File: config.mk
export PLATFORM = sky130hd
export DESIGN_NAME = cal_clock_core
export DESIGN_NICKNAME = d
export VERILOG_FILES = /design/src/rtl/cal_pkg.sv /design/src/rtl/cal_tick_div.sv /design/src/rtl/cal_bcd_field.sv /design/src/rtl/cal_clock_core.sv
export SDC_FILE = /design/constraint.sdc
export NUM_CORES = 1
export LEC_CHECK = 0
export BUFFER_PORTS_ARGS = -buffer_cell sky130_fd_sc_hd__buf_4
export CAP_MARGIN = 10
export CELL_PAD_IN_SITES_DETAIL_PLACEMENT = 0
export CELL_PAD_IN_SITES_GLOBAL_PLACEMENT = 1
export CORE_ASPECT_RATIO = 0.5
export CORE_MARGIN = 2
export CORE_UTILIZATION = 30
export CTS_BUF_LIST = sky130_fd_sc_hd__clkbuf_16
export CTS_CLUSTER_SIZE = 20
export DETAILED_ROUTE_END_ITERATION = 10
export GPL_TIMING_DRIVEN = 0
export PLACE_DENSITY = 0.77
export SYNTH_ARGS = -nofsm -noshare
export SYNTH_HDL_FRONTEND = slang
export SYNTH_SLANG_ARGS = --single-unit
File: constraint.sdc
create_clock -name clk -period 4.4 [get_ports clk]
set_input_delay 0.66 -clock clk [delete_from_list [all_inputs] [get_ports clk]]
set_output_delay 0.66 -clock clk [all_outputs]
set_load 0.1 [all_outputs]
File: src/rtl/cal_pkg.sv
// Shared helpers for the calendar core: BCD increment, leap-year test and
// month-length lookup. All values are packed BCD (tens in [7:4]).
package cal_pkg;

    // Next BCD value; assumes a valid BCD input below 0x99.
    function automatic logic [7:0] bcd_inc(input logic [7:0] v);
        if (v[3:0] == 4'd9)
            return {v[7:4] + 4'd1, 4'd0};
        else
            return {v[7:4], v[3:0] + 4'd1};
    endfunction

    // Year is a multiple of four: 10 = 2 (mod 4), so check 2*tens + units.
    function automatic logic is_leap(input logic [7:0] yr);
        logic [1:0] s;
        s = {yr[4], 1'b0} + yr[1:0];
        return (s == 2'd0);
    endfunction

    // Last valid date of the given month.
    function automatic logic [7:0] month_last(input logic [7:0] mon, input logic leap);
        case (mon)
            8'h02:                      return leap ? 8'h29 : 8'h28;
            8'h04, 8'h06, 8'h09, 8'h11: return 8'h30;
            default:                    return 8'h31;
        endcase
    endfunction

endpackage

File: src/rtl/cal_tick_div.sv
// Turns prescaler ticks into a one-cycle second strobe.
// Assumes: tick_in is a single-cycle pulse; clear has priority over ticks.
module cal_tick_div #(
    parameter int TICK_DIV = 1
) (
    input  logic clk,
    input  logic rst_n,
    input  logic tick_in,
    input  logic run,
    input  logic clear,
    output logic sec_pulse
);
    localparam int CW = (TICK_DIV > 1) ? $clog2(TICK_DIV) : 1;
    localparam logic [CW-1:0] LAST = CW'(TICK_DIV - 1);

    generate
        if (TICK_DIV <= 1) begin : g_direct
            // Every accepted tick is a full second.
            assign sec_pulse = tick_in && run && !clear;
        end else begin : g_count
            logic [CW-1:0] sub_q;

            assign sec_pulse = tick_in && run && !clear && (sub_q == LAST);

            // Partial-second counter: cleared by load, held while stopped.
            always_ff @(posedge clk) begin
                if (!rst_n || clear)
                    sub_q <= '0;
                else if (tick_in && run)
                    sub_q <= (sub_q == LAST) ? '0 : sub_q + CW'(1);
            end

            always_ff @(posedge clk) begin
                if (rst_n) assert_sub_range_R10: assert (sub_q <= LAST);
            end

            assert_sub_hold_R8: assert property (@(posedge clk) disable iff (!rst_n)
                (!run && !clear) |=> $stable(sub_q));
        end
    endgenerate
endmodule

File: src/rtl/cal_bcd_field.sv
// One BCD calendar field: loads, increments, and wraps to FIRST once the
// value reaches or passes `last`. Assumes valid BCD contents.
module cal_bcd_field #(
    parameter logic [7:0] FIRST     = 8'h00,
    parameter logic [7:0] RESET_VAL = 8'h00
) (
    input  logic       clk,
    input  logic       rst_n,
    input  logic       inc,
    input  logic       load,
    input  logic [7:0] load_val,
    input  logic [7:0] last,
    output logic [7:0] val,
    output logic       wrap
);
    import cal_pkg::*;

    assign wrap = inc && !load && (val >= last);

    // Field register: reset, load, wrap or step.
    always_ff @(posedge clk) begin
        if (!rst_n)
            val <= RESET_VAL;
        else if (load)
            val <= load_val;
        else if (inc)
            val <= (val >= last) ? FIRST : bcd_inc(val);
    end

    assert_field_hold_R8: assert property (@(posedge clk) disable iff (!rst_n)
        (!inc && !load) |=> $stable(val));

    assert_field_wrap_R7: assert property (@(posedge clk) disable iff (!rst_n)
        (inc && !load && val >= last) |=> (val == FIRST));
endmodule

File: src/rtl/cal_clock_core.sv
// BCD calendar clock core: divider plus a carry chain of eight BCD fields,
// all carries settling in the cycle of the second strobe. Assumes 24-hour
// time and the multiple-of-four leap rule (valid until 2100).
module cal_clock_core #(
    parameter int TICK_DIV = 1
) (
    input  logic       clk,
    input  logic       rst_n,
    input  logic       tick_in,
    input  logic       osc_stop,
    input  logic       load_en,
    input  logic [7:0] set_sec,
    input  logic [7:0] set_min,
    input  logic [7:0] set_hour,
    input  logic [7:0] set_wday,
    input  logic [7:0] set_mday,
    input  logic [7:0] set_month,
    input  logic [7:0] set_year,
    input  logic [7:0] set_cent,
    output logic [7:0] cur_sec,
    output logic [7:0] cur_min,
    output logic [7:0] cur_hour,
    output logic [7:0] cur_wday,
    output logic [7:0] cur_mday,
    output logic [7:0] cur_month,
    output logic [7:0] cur_year,
    output logic [7:0] cur_cent
);
    import cal_pkg::*;

    logic sec_pulse;
    logic sec_wrap, min_wrap, hour_wrap, wday_wrap, mday_wrap, month_wrap, year_wrap, cent_wrap;
    logic [7:0] mday_last;

    // Month length follows the current month and year.
    assign mday_last = month_last(cur_month, is_leap(cur_year));

    cal_tick_div #(.TICK_DIV(TICK_DIV)) u_div (
        .clk(clk), .rst_n(rst_n), .tick_in(tick_in), .run(!osc_stop),
        .clear(load_en), .sec_pulse(sec_pulse)
    );

    cal_bcd_field #(.FIRST(8'h00), .RESET_VAL(8'h00)) u_sec (
        .clk(clk), .rst_n(rst_n), .inc(sec_pulse), .load(load_en), .load_val(set_sec),
        .last(8'h59), .val(cur_sec), .wrap(sec_wrap));

    cal_bcd_field #(.FIRST(8'h00), .RESET_VAL(8'h00)) u_min (
        .clk(clk), .rst_n(rst_n), .inc(sec_wrap), .load(load_en), .load_val(set_min),
        .last(8'h59), .val(cur_min), .wrap(min_wrap));

    cal_bcd_field #(.FIRST(8'h00), .RESET_VAL(8'h00)) u_hour (
        .clk(clk), .rst_n(rst_n), .inc(min_wrap), .load(load_en), .load_val(set_hour),
        .last(8'h23), .val(cur_hour), .wrap(hour_wrap));

    cal_bcd_field #(.FIRST(8'h01), .RESET_VAL(8'h01)) u_wday (
        .clk(clk), .rst_n(rst_n), .inc(hour_wrap), .load(load_en), .load_val(set_wday),
        .last(8'h07), .val(cur_wday), .wrap(wday_wrap));

    cal_bcd_field #(.FIRST(8'h01), .RESET_VAL(8'h01)) u_mday (
        .clk(clk), .rst_n(rst_n), .inc(hour_wrap), .load(load_en), .load_val(set_mday),
        .last(mday_last), .val(cur_mday), .wrap(mday_wrap));

    cal_bcd_field #(.FIRST(8'h01), .RESET_VAL(8'h01)) u_month (
        .clk(clk), .rst_n(rst_n), .inc(mday_wrap), .load(load_en), .load_val(set_month),
        .last(8'h12), .val(cur_month), .wrap(month_wrap));

    cal_bcd_field #(.FIRST(8'h00), .RESET_VAL(8'h00)) u_year (
        .clk(clk), .rst_n(rst_n), .inc(month_wrap), .load(load_en), .load_val(set_year),
        .last(8'h99), .val(cur_year), .wrap(year_wrap));

    cal_bcd_field #(.FIRST(8'h00), .RESET_VAL(8'h20)) u_cent (
        .clk(clk), .rst_n(rst_n), .inc(year_wrap), .load(load_en), .load_val(set_cent),
        .last(8'h39), .val(cur_cent), .wrap(cent_wrap));

    assert_load_all_R9: assert property (@(posedge clk) disable iff (!rst_n)
        load_en |=> (cur_sec == $past(set_sec) && cur_min == $past(set_min) &&
                     cur_hour == $past(set_hour) && cur_wday == $past(set_wday) &&
                     cur_mday == $past(set_mday) && cur_month == $past(set_month) &&
                     cur_year == $past(set_year) && cur_cent == $past(set_cent)));

    assert_stop_freeze_R8: assert property (@(posedge clk) disable iff (!rst_n)
        (osc_stop && !load_en) |=> ($stable(cur_sec) && $stable(cur_min) &&
                                    $stable(cur_hour) && $stable(cur_mday) &&
                                    $stable(cur_month) && $stable(cur_year)));

    assert_midnight_R3: assert property (@(posedge clk) disable iff (!rst_n)
        (min_wrap && cur_hour == 8'h23) |=> (cur_hour == 8'h00 && cur_min == 8'h00));

    assert_wday_step_R4: assert property (@(posedge clk) disable iff (!rst_n)
        (hour_wrap && !load_en && cur_wday == 8'h07) |=> (cur_wday == 8'h01));
endmodule

==> impl_metrics.py, run 1 <==
metrics = {
    "cts": {
        "post-cts-setup-buffers": 0,
        "clock-sinks": 64,
        "cts_resized": 0,
        "htreeDepth": 3,
        "cts_tree": "done",
        "clk_path_buf_depth": 2,
        "clock_latency_ns": 0.33,
        "cts_buffers": 9,
        "clk_pin_slew_ns": 0.06,
        "ctsHoldBuffers": 0,
        "root_buffer": "clkbuf_16",
    },
    "setup_path": {
        "path_delay_family": "compound AO/OA/AOI/OAI gates",
        "end_kind": "register",
        "crit_fanout": 10,
        "slowest_stage": "or4b_1",
        "path_buf_inv": 3,
        "critPathLaunchType": "register",
        "cp_slowest_stage_delay_ns": 0.49,
        "crit_type": "reg2reg",
        "cp_cell_sequence": "inv_1, ha_1, inv_1, nor3_1, a31oi_1, o22ai_1, a22oi_1, ha_1, or4b_1, a21oi_2, o21ai_0, clkbuf_1, a31oi_1, a311oi_1",
        "required_ns": 4.58,
        "cp.arrival_ns": 3.60,
    },
    "placed_design": {
        "portBuffers": 132,
        "gp_congestion": 0.873,
        "hpwl_um": 11800,
    },
    "worst_hold_path": {
        "hold_class": "reg2reg",
    },
    "pwr": {
        "power_mw": 2.04,
        "p_per_area_nw_per_um2": 351,
        "total_leakage_power_nw": 2.46,
        "p_int_mw": 1.24,
        "clkPwrFrac": 0.347,
        "p_switching_mw": 0.799,
        "seq_power_share": 0.330,
        "vdd_drop_max_mv": 0.189,
        "power_frac_comb": 0.324,
        "netSwitchingFraction": 0.392,
    },
    "synthesis": {
        "ys.flop_type": "dfxtp_1",
        "synth_compound_area_frac": 0.308,
        "synth_warnings": 0,
        "synthTopCellsByCount": "nand2_1 (67), dfxtp_1 (64), a21oi_1 (34)",
        "syn-cell-area_um2": 4300,
        "yosys-mux-area-fraction": 0.0186,
        "synth.most_common_cell": "nand2_1",
        "synth_top_area_share": 0.298,
        "synth_xor_area_frac": 0.0184,
        "synth-simple-area-share": 0.227,
        "synth.yosys.seq_area_share": 0.298,
        "synth_edf_count": 0,
        "synth_nets": 627,
        "synth_area_leaders": "dfxtp_1 (30%), ha_1 (7.3%), nand2_1 (5.9%), a21oi_1 (4.0%), o21ai_0 (3.3%)",
        "async_flop_share": 0,
        "syn_area_per_cell_um2": 8.06,
        "synth_top_family_by_area": "compound AO/OA/AOI/OAI gates",
        "ys_seq_elements": 64,
        "yosysTopAreaCell": "dfxtp_1",
        "synth-adder-area-share": 0.0728,
        "ys_types": 79,
        "netlist_instances": 533,
    },
    "timing": {
        "skew_ns": 0.00947,
        "finalCriticalPeriod_ns": 3.42,
        "drv_slew": 0,
        "timing.setup.tns_ns": 0,
        "hold_viol": 0,
        "fin_crit_sh": 0.777,
        "max_freq_mhz": 293,
        "finalSetupViolations": 0,
        "tightest_slew_ns": 0.913,
        "rsz0062_at_grt": "false",
        "relSlewSlack": 0.391,
    },
    "layout": {
        "drive_above_1_share": 0.257,
        "area_delta_synth_final_pct": 35.4,
        "nFillCells": 1428,
        "nNetsFinal": 770,
        "diodes": 0,
    },
    "flow_run": {
        "max-cap-violations": 0,
    },
    "floorplan": {
        "rows": 30,
        "ios": 133,
        "start_util": 0.312,
        "die_h_um": 88.6,
        "die-area_um2": 15300,
        "core_area_um2": 13800,
        "die_w_um": 173,
    },
    "status": {
        "status": "finished clean",
    },
    "route": {
        "drtAntennaViolNets": 0,
        "via_count": 4829,
        "drc": 0,
        "viasPerCell": 5.53,
        "wl_um": 15900,
        "drt_iter0_drc": 511,
        "avgRoutedWirePerCell_um": 18.3,
        "firstDrtPassIters": 5,
    },
    "grt": {
        "grt_max_degree": 12,
        "first_global_vias": 4407,
        "grt_overflow": 0,
        "antenna_found_initial": 0,
        "track_usage": 0.206,
        "grt_pass1_wl_um": 24600,
    },
}
[metrics by stage]
step                      hold slack (ns)  worst slack [ns]  std cells  instance area (um2)  utilization
after floorplan                     0.799             0.833        533                 4300            -
after global placement              0.483              1.07        857                 5530        0.401
after detailed placement            0.491              1.05        857                 5530        0.401
after CTS                           0.498              1.02        873                 5820        0.422
after global routing                0.524             0.724        873                 5820        0.422
final                               0.501             0.981        873                 5820        0.422
[power groups by stage]
stage / logic, mW / registers [mW] / clock network (mW)
after floorplan: 0.222 / 0.924 / 0
after global placement: 0.654 / 0.684 / 0
after detailed placement: 0.657 / 0.684 / 0
after CTS: 0.659 / 0.672 / 0.716
after global routing: 0.698 / 0.680 / 0.745
final: 0.660 / 0.673 / 0.707
[routing by layer]
| layer | wire, um | track usage | part of all wire |
|---|---|---|---|
| met1 | 7760 | 0.294 | 0.49 |
| met2 | 7260 | 0.332 | 0.46 |
| met3 | 853 | 0.0374 | 0.053 |
| met4 | 75 | 0.0347 | 0.0047 |
| met5 | 0 | 0 | 0 |
[registers in the layout, summed over array words and instances (netlist names)]
signal,count
u_year.val,8
u_cent.val,8
u_mday.val,8
u_month.val,8
u_hour.val,8
u_sec.val,8
u_wday.val,8
u_min.val,8
[path summary, 6_finish.rpt]
check	from	end	slack (ns)	depth (start not counted)
setup / recovery	u_month.val[4]$_SDFFE_PN0P_	u_year.val[2]$_SDFFE_PN0P_	0.98	14
hold / removal	u_cent.val[6]$_SDFFE_PN0P_	u_cent.val[6]$_SDFFE_PN0P_	0.50	2
setup reg to reg	u_month.val[4]$_SDFFE_PN0P_	u_year.val[2]$_SDFFE_PN0P_	0.98	14
hold reg to reg	u_cent.val[6]$_SDFFE_PN0P_	u_cent.val[6]$_SDFFE_PN0P_	0.50	2
[area by class of cell]
type,count,area (um2),area share
well taps,192,240,0.0413
plain buffers,30,154,0.0265
flip-flops and latches,64,1280,0.220
clock buffers,9,225,0.0387
inverters,24,90.1,0.0155
multi-input cells,415,2770,0.476
clock inverters,7,63.8,0.0110
repair buffers,132,991,0.170
[worst min-delay path: stages, from the launching register on]
cell	delay, ns
dfxtp_1	0.33
o31ai_1	0.07
a21oi_1	0.05
[cell families (layout without fill, tap and decap cells)]
group / Yosys count / after routing
AO/OA/AOI/OAI: 184 / 184
XOR/XNOR: 9 / 9
adder cells (fa/ha/maj): 25 / 25
buffers and inverters: 54 / 202
flip-flops: 64 / 64
multiplexers: 8 / 8
AND/OR/NAND/NOR: 189 / 189
[cell usage in the layout (no fill, tap or decap), types with 5 or more instances in the layout]
| cell | synthesis | layout |
|---|---|---|
| buf_4 | 2 | 134 |
| nand2_1 | 67 | 67 |
| dfxtp_1 | 64 | 64 |
| a21oi_1 | 34 | 34 |
| o21ai_0 | 28 | 28 |
| nor2_1 | 27 | 27 |
| ha_1 | 25 | 25 |
| inv_1 | 23 | 24 |
| clkbuf_1 | 19 | 19 |
| a31oi_1 | 17 | 17 |
| nor3_1 | 16 | 16 |
| nand3_1 | 16 | 16 |
| or3_1 | 12 | 12 |
| a211oi_1 | 9 | 9 |
| clkbuf_16 | 0 | 9 |
| o41ai_1 | 8 | 8 |
| mux2i_1 | 8 | 8 |
| a311oi_1 | 7 | 7 |
| nand2b_1 | 7 | 7 |
| a21o_1 | 7 | 7 |
| a22oi_1 | 7 | 7 |
| nor2b_1 | 6 | 6 |
| buf_2 | 6 | 6 |
| o31ai_1 | 6 | 6 |
| o21a_1 | 6 | 6 |
| xor2_1 | 5 | 5 |
| nand4_1 | 5 | 5 |
| a22o_1 | 5 | 5 |
Power figures use the tool's default switching activity.
==> inputs of run 2 (changes only) <==
- ABC_AREA: not set -> 1
- PLACE_DENSITY: 0.77 -> 0.84
- clock period: 4.4 -> 3.09 ns (I/O delays scaled with it)
==> impl_metrics.py, run 2 <==
metrics = {
    "route": {
        "wl_um": 13500,
        "drc": 0,
        "drtAntennaViolNets": 0,
        "drt_iter0_drc": 200,
        "firstDrtPassIters": 5,
        "avgRoutedWirePerCell_um": 14.5,
        "via_count": 4516,
        "viasPerCell": 4.85,
    },
    "floorplan": {
        "die-area_um2": 14500,
        "rows": 29,
        "die_h_um": 86.0,
        "ios": 133,
        "core_area_um2": 12900,
        "die_w_um": 168,
        "start_util": 0.313,
    },
    "synthesis": {
        "netlist_instances": 614,
        "syn_area_per_cell_um2": 6.58,
        "async_flop_share": 0,
        "synth.most_common_cell": "nand2_1",
        "synth_edf_count": 0,
        "synthTopCellsByCount": "nand2_1 (165), inv_1 (70), nor2_1 (66)",
        "ys_types": 35,
        "ys_seq_elements": 64,
        "ys.flop_type": "dfxtp_1",
        "syn-cell-area_um2": 4040,
        "synth_top_area_share": 0.317,
        "synth_nets": 708,
        "synth_warnings": 0,
        "synth.yosys.seq_area_share": 0.317,
        "synth_area_leaders": "dfxtp_1 (32%), nand2_1 (15%), ha_1 (7.7%), inv_1 (6.5%), nor2_1 (6.1%)",
        "yosysTopAreaCell": "dfxtp_1",
    },
    "layout": {
        "area_delta_synth_final_pct": 37.1,
        "drive_above_1_share": 0.224,
        "final_util": 0.428,
        "multi_input_area_um2": 2430,
        "fin_cells": 932,
        "nFillCells": 1356,
        "regArea_um2": 1280,
        "stdcell_area_um2": 5530,
        "diodes": 0,
        "final_cell_mix": "nand2_1 (165), buf_4 (132), inv_1 (72)",
        "nNetsFinal": 851,
        "layout_commonest_cell": "nand2_1",
    },
    "timing": {
        "tightest_slew_ns": 0.767,
        "setup_ws_ns": 0.310,
        "relSlewSlack": 0.489,
        "fin_crit_sh": 0.900,
        "rsz0062_at_grt": "false",
        "finalSetupViolations": 0,
        "drv_slew": 0,
        "fin_hold_ws_ns": 0.368,
        "skew_ns": 0.00925,
        "max_freq_mhz": 360,
        "timing.setup.tns_ns": 0,
        "hold_viol": 0,
        "finalCriticalPeriod_ns": 2.78,
    },
    "grt": {
        "antenna_found_initial": 0,
        "track_usage": 0.186,
        "grt_max_degree": 11,
        "first_global_vias": 4091,
        "grt_pass1_wl_um": 21100,
        "grt_overflow": 0,
    },
    "placed_design": {
        "portBuffers": 130,
        "place_ws_ns": 0.174,
        "hpwl_um": 10200,
        "dpl.cell_count": 914,
        "dpl_cell_area_um2": 5230,
        "gp_congestion": 0.848,
    },
    "setup_path": {
        "critPathLaunchType": "register",
        "end_kind": "register",
        "crit_fanout": 7,
        "required_ns": 3.36,
        "slowest_stage": "dfxtp_1",
        "crit_type": "reg2reg",
        "cp_slowest_stage_delay_ns": 0.32,
        "cp.arrival_ns": 3.05,
        "cp_cell_sequence": "inv_1, ha_1, nand2_1, nor3_2, inv_1, a21oi_1, nor2_1, ha_1, inv_1, nor2_1, nand3_1, nand3_1, nor2_4, nor2_4, buf_4, nand4_4, nand2_1, nand2_1, nor2_1",
        "reg2reg_depth": 19,
        "path_buf_inv": 4,
        "cp.depth": 19,
        "path_delay_family": "simple AND/OR/NAND/NOR gates",
    },
    "pwr": {
        "power_mw": 2.89,
        "total_leakage_power_nw": 2.66,
        "vdd_drop_max_mv": 0.275,
        "p_per_area_nw_per_um2": 522,
    },
    "cts": {
        "clk_path_buf_depth": 2,
        "root_buffer": "clkbuf_16",
        "clk_pin_slew_ns": 0.05,
        "clock_latency_ns": 0.34,
        "htreeDepth": 3,
        "ctsHoldBuffers": 0,
        "cts_tree": "done",
        "cts_buffers": 9,
        "clock-sinks": 64,
    },
    "worst_hold_path": {
        "hold_class": "in2reg",
        "worstHoldPathCells": 3,
    },
    "status": {
        "status": "finished clean",
    },
    "flow_run": {
        "max-cap-violations": 0,
    },
}
[run 2: changes by cell type after synthesis, moves of 12 or more]
| cell | change |
|---|---|
| a21oi_1 | +13 |
| clkbuf_1 | -13 |
| inv_1 | +47 |
| nand2_1 | +98 |
| nand3_1 | +19 |
| nor2_1 | +39 |
| o21ai_0 | +20 |
| or3_1 | -12 |
[run 2: worst paths after layout]
check                               from                          to  slack (ns)
min                           set_sec[4]   u_sec.val[4]$_SDFFE_PN0P_        0.37
max reg2reg  u_month.val[5]$_SDFFE_PN0P_  u_cent.val[7]$_SDFFE_PN0P_        0.31
max          u_month.val[5]$_SDFFE_PN0P_  u_cent.val[7]$_SDFFE_PN0P_        0.31
min reg2reg    u_min.val[7]$_SDFFE_PN0P_   u_min.val[7]$_SDFFE_PN0P_        0.49
[run 2: final cells by class]
class	instances	share of cell area
multi-input cells	461	0.438
inverters	73	0.0495
clock buffers	9	0.0407
repair buffers	132	0.179
flip-flops and latches	64	0.232
well taps	170	0.0384
plain buffers	16	0.0120
clock inverters	7	0.00995
[run 2: worst min-delay path: stages]
cell,delay (ns)
buf_4,0.08
a211oi_1,0.06
nor2_1,0.07
[run 2: kinds of logic (layout without fill, tap and decap cells)]
family                   Yosys count  in the layout  share of synthesized area
AND/OR/NAND/NOR                  299            299                      0.324
AO/OA/AOI/OAI                    122            122                      0.165
buffers and inverters             89            237                     0.0843
flip-flops                        64             64                      0.317
adder cells (fa/ha/maj)           25             25                     0.0775
XOR/XNOR                          15             15                     0.0325
[run 2: metal layers]
metal / part of all wire / up-vias / global-route usage
met5: 0 / - / 0
met4: 0.0077 / 0 / 0.0400
met3: 0.043 / 11 / 0.0429
met2: 0.46 / 95 / 0.313
met1: 0.49 / 2117 / 0.246
li1: - / 2293 / -
[run 2: report_power, final]
group	internal, mW	leakage, nW	total (mW)	switching (mW)
Combinational	0.250	1.98	0.951	0.701
Sequential	0.884	0.525	0.960	0.0756
Clock	0.609	0.147	0.979	0.370
[run 2: what timing repair did]
action,CTS,global route
hold endpoints to repair,0,0
endpoints found under the setup margin,0,17
buffers inserted,0,2
resized for setup,0,2
==> inputs of run 3 (changes only) <==
- PLACE_DENSITY: 0.84 -> not set
- PLACE_DENSITY_LB_ADDON: not set -> 0.2
- RECOVER_POWER: not set -> 25
==> impl_metrics.py, run 3 (synthesized netlist as in run 2, its figures left out) <==
metrics = {
    "setup_path": {
        "critPathLaunchType": "register",
        "crit-reg2reg-capture": "u_month.val[7]$_SDFFE_PN0P_",
        "end_kind": "register",
        "crit_fanout": 7,
        "reg2reg_depth": 17,
        "crit_start": "u_month.val[5]$_SDFFE_PN0P_",
        "reg2reg_slack_ns": 0.38,
        "crit_type": "reg2reg",
        "cp.arrival_ns": 2.91,
        "r2r_start": "u_month.val[5]$_SDFFE_PN0P_",
        "required_ns": 3.28,
    },
    "timing": {
        "max_freq_mhz": 369,
        "skew_ns": 0.00889,
        "drv_slew": 0,
        "hold_viol": 0,
        "timing.setup.tns_ns": 0,
        "finalCriticalPeriod_ns": 2.71,
        "setup_ws_ns": 0.377,
        "relSlewSlack": 0.220,
        "finalSetupViolations": 0,
        "tightest_slew_ns": 1.17,
        "fin_crit_sh": 0.878,
        "rsz0062_at_grt": "false",
    },
    "grt": {
        "grt_overflow": 0,
        "antenna_found_initial": 0,
        "grt_max_degree": 12,
        "grt_pass1_wl_um": 21300,
        "track_usage": 0.189,
        "first_global_vias": 4176,
    },
    "placed_design": {
        "hpwl_um": 10300,
        "place_ws_ns": 0.213,
        "gp_congestion": 0.839,
        "portBuffers": 130,
    },
    "layout": {
        "regArea_um2": 1280,
        "area_delta_synth_final_pct": 33.2,
        "nNetsFinal": 849,
        "drive_above_1_share": 0.182,
        "final_util": 0.416,
        "nFillCells": 1429,
        "multi_input_area_um2": 2420,
        "diodes": 0,
        "layout_commonest_cell": "nand2_1",
        "final_cell_mix": "nand2_1 (165), buf_4 (98), inv_1 (71)",
    },
    "worst_hold_path": {
        "hold_class": "in2reg",
        "worstHoldPathCells": 3,
        "hp-start": "set_sec[4]",
        "min_to": "u_sec.val[4]$_SDFFE_PN0P_",
    },
    "cts": {
        "clock-sinks": 64,
        "clock_latency_ns": 0.34,
        "cts_buffers": 9,
        "clk_pin_slew_ns": 0.06,
        "post-cts-setup-buffers": 0,
        "clk_path_buf_depth": 2,
        "cts_tree": "done",
        "root_buffer": "clkbuf_16",
        "htreeDepth": 3,
        "ctsHoldBuffers": 0,
    },
    "floorplan": {
        "ios": 133,
        "rows": 29,
        "die_h_um": 86.0,
        "core_area_um2": 12900,
        "die-area_um2": 14500,
        "die_w_um": 168,
        "start_util": 0.313,
    },
    "pwr": {
        "p_per_area_nw_per_um2": 522,
        "power_mw": 2.81,
        "vdd_drop_max_mv": 0.197,
        "total_leakage_power_nw": 2.49,
    },
    "flow_run": {
        "max-cap-violations": 0,
    },
    "route": {
        "avgRoutedWirePerCell_um": 14.6,
        "firstDrtPassIters": 4,
        "drc": 0,
        "viasPerCell": 4.76,
        "drtAntennaViolNets": 0,
        "drt_iter0_drc": 256,
        "wl_um": 13600,
        "via_count": 4426,
    },
    "status": {
        "status": "finished clean",
    },
}
-- run 3: how the worst max path moves through the flow --
| stage | end | slack (ns) | cells after the start |
|---|---|---|---|
| 3_5_place_dp | u_month.val[7]$_SDFFE_PN0P_ | 0.21 | 17 |
| 2_1_floorplan | u_mday.val[4]$_SDFFE_PN0P_ | 0.04 | 18 |
| 4_1_cts | u_month.val[7]$_SDFFE_PN0P_ | 0.19 | 17 |
| 3_3_place_gp | u_month.val[7]$_SDFFE_PN0P_ | 0.22 | 17 |
| 5_1_grt | u_month.val[7]$_SDFFE_PN0P_ | 0.07 | 17 |
| 6_report | u_month.val[7]$_SDFFE_PN0P_ | 0.38 | 17 |
-- run 3: power breakdown --
| group | internal [mW] | total, mW | switching (mW) | leakage, nW |
|---|---|---|---|---|
| logic | 0.225 | 0.921 | 0.696 | 1.84 |
| registers | 0.884 | 0.959 | 0.0753 | 0.525 |
| clock network | 0.534 | 0.929 | 0.395 | 0.126 |
| total | 1.64 | 2.81 | 1.17 | 2.49 |
-- run 3: area by class of cell --
type,count,area share
repair buffers,130,0.159
clock inverters,7,0.00744
multi-input cells,461,0.450
flip-flops and latches,64,0.239
inverters,73,0.0509
plain buffers,16,0.0123
clock buffers,9,0.0419
well taps,170,0.0395
-- run 3: worst max-delay path, stage by stage (launching register included) --
cell	delay, ns
dfxtp_1	0.32
inv_1	0.12
ha_1	0.17
nand2_1	0.08
nor3_2	0.17
inv_1	0.09
a21oi_1	0.12
nor2_1	0.07
ha_1	0.27
inv_1	0.03
nor2_1	0.09
nand3_1	0.08
nand3_1	0.20
nor2_4	0.09
nor2_4	0.25
nand2_1	0.19
a22oi_1	0.18
nor2_1	0.05
-- run 3: stage by stage --
stage / cell area [um2] / hold WS (ns) / cells
floorplan: 4040 / 0.611 / 614
global placement: 5230 / 0.474 / 914
detailed placement: 5230 / 0.482 / 914
CTS: 5490 / 0.360 / 930
global route: 5380 / 0.366 / 930
finish: 5380 / 0.367 / 930
-- run 3: per-layer routing --
metal,wire [um],global-route usage,share of wire
met2,6040,0.310,0.45
met5,0,0,0
met1,6680,0.251,0.49
met4,182,0.0502,0.013
met3,651,0.0475,0.048
-- run 3: timing repair --
action | 4_1_cts | 5_1_grt
endpoints found under the hold margin | 0 | 0
gates resized for setup | 0 | 1
endpoints found under the setup margin | 0 | 10
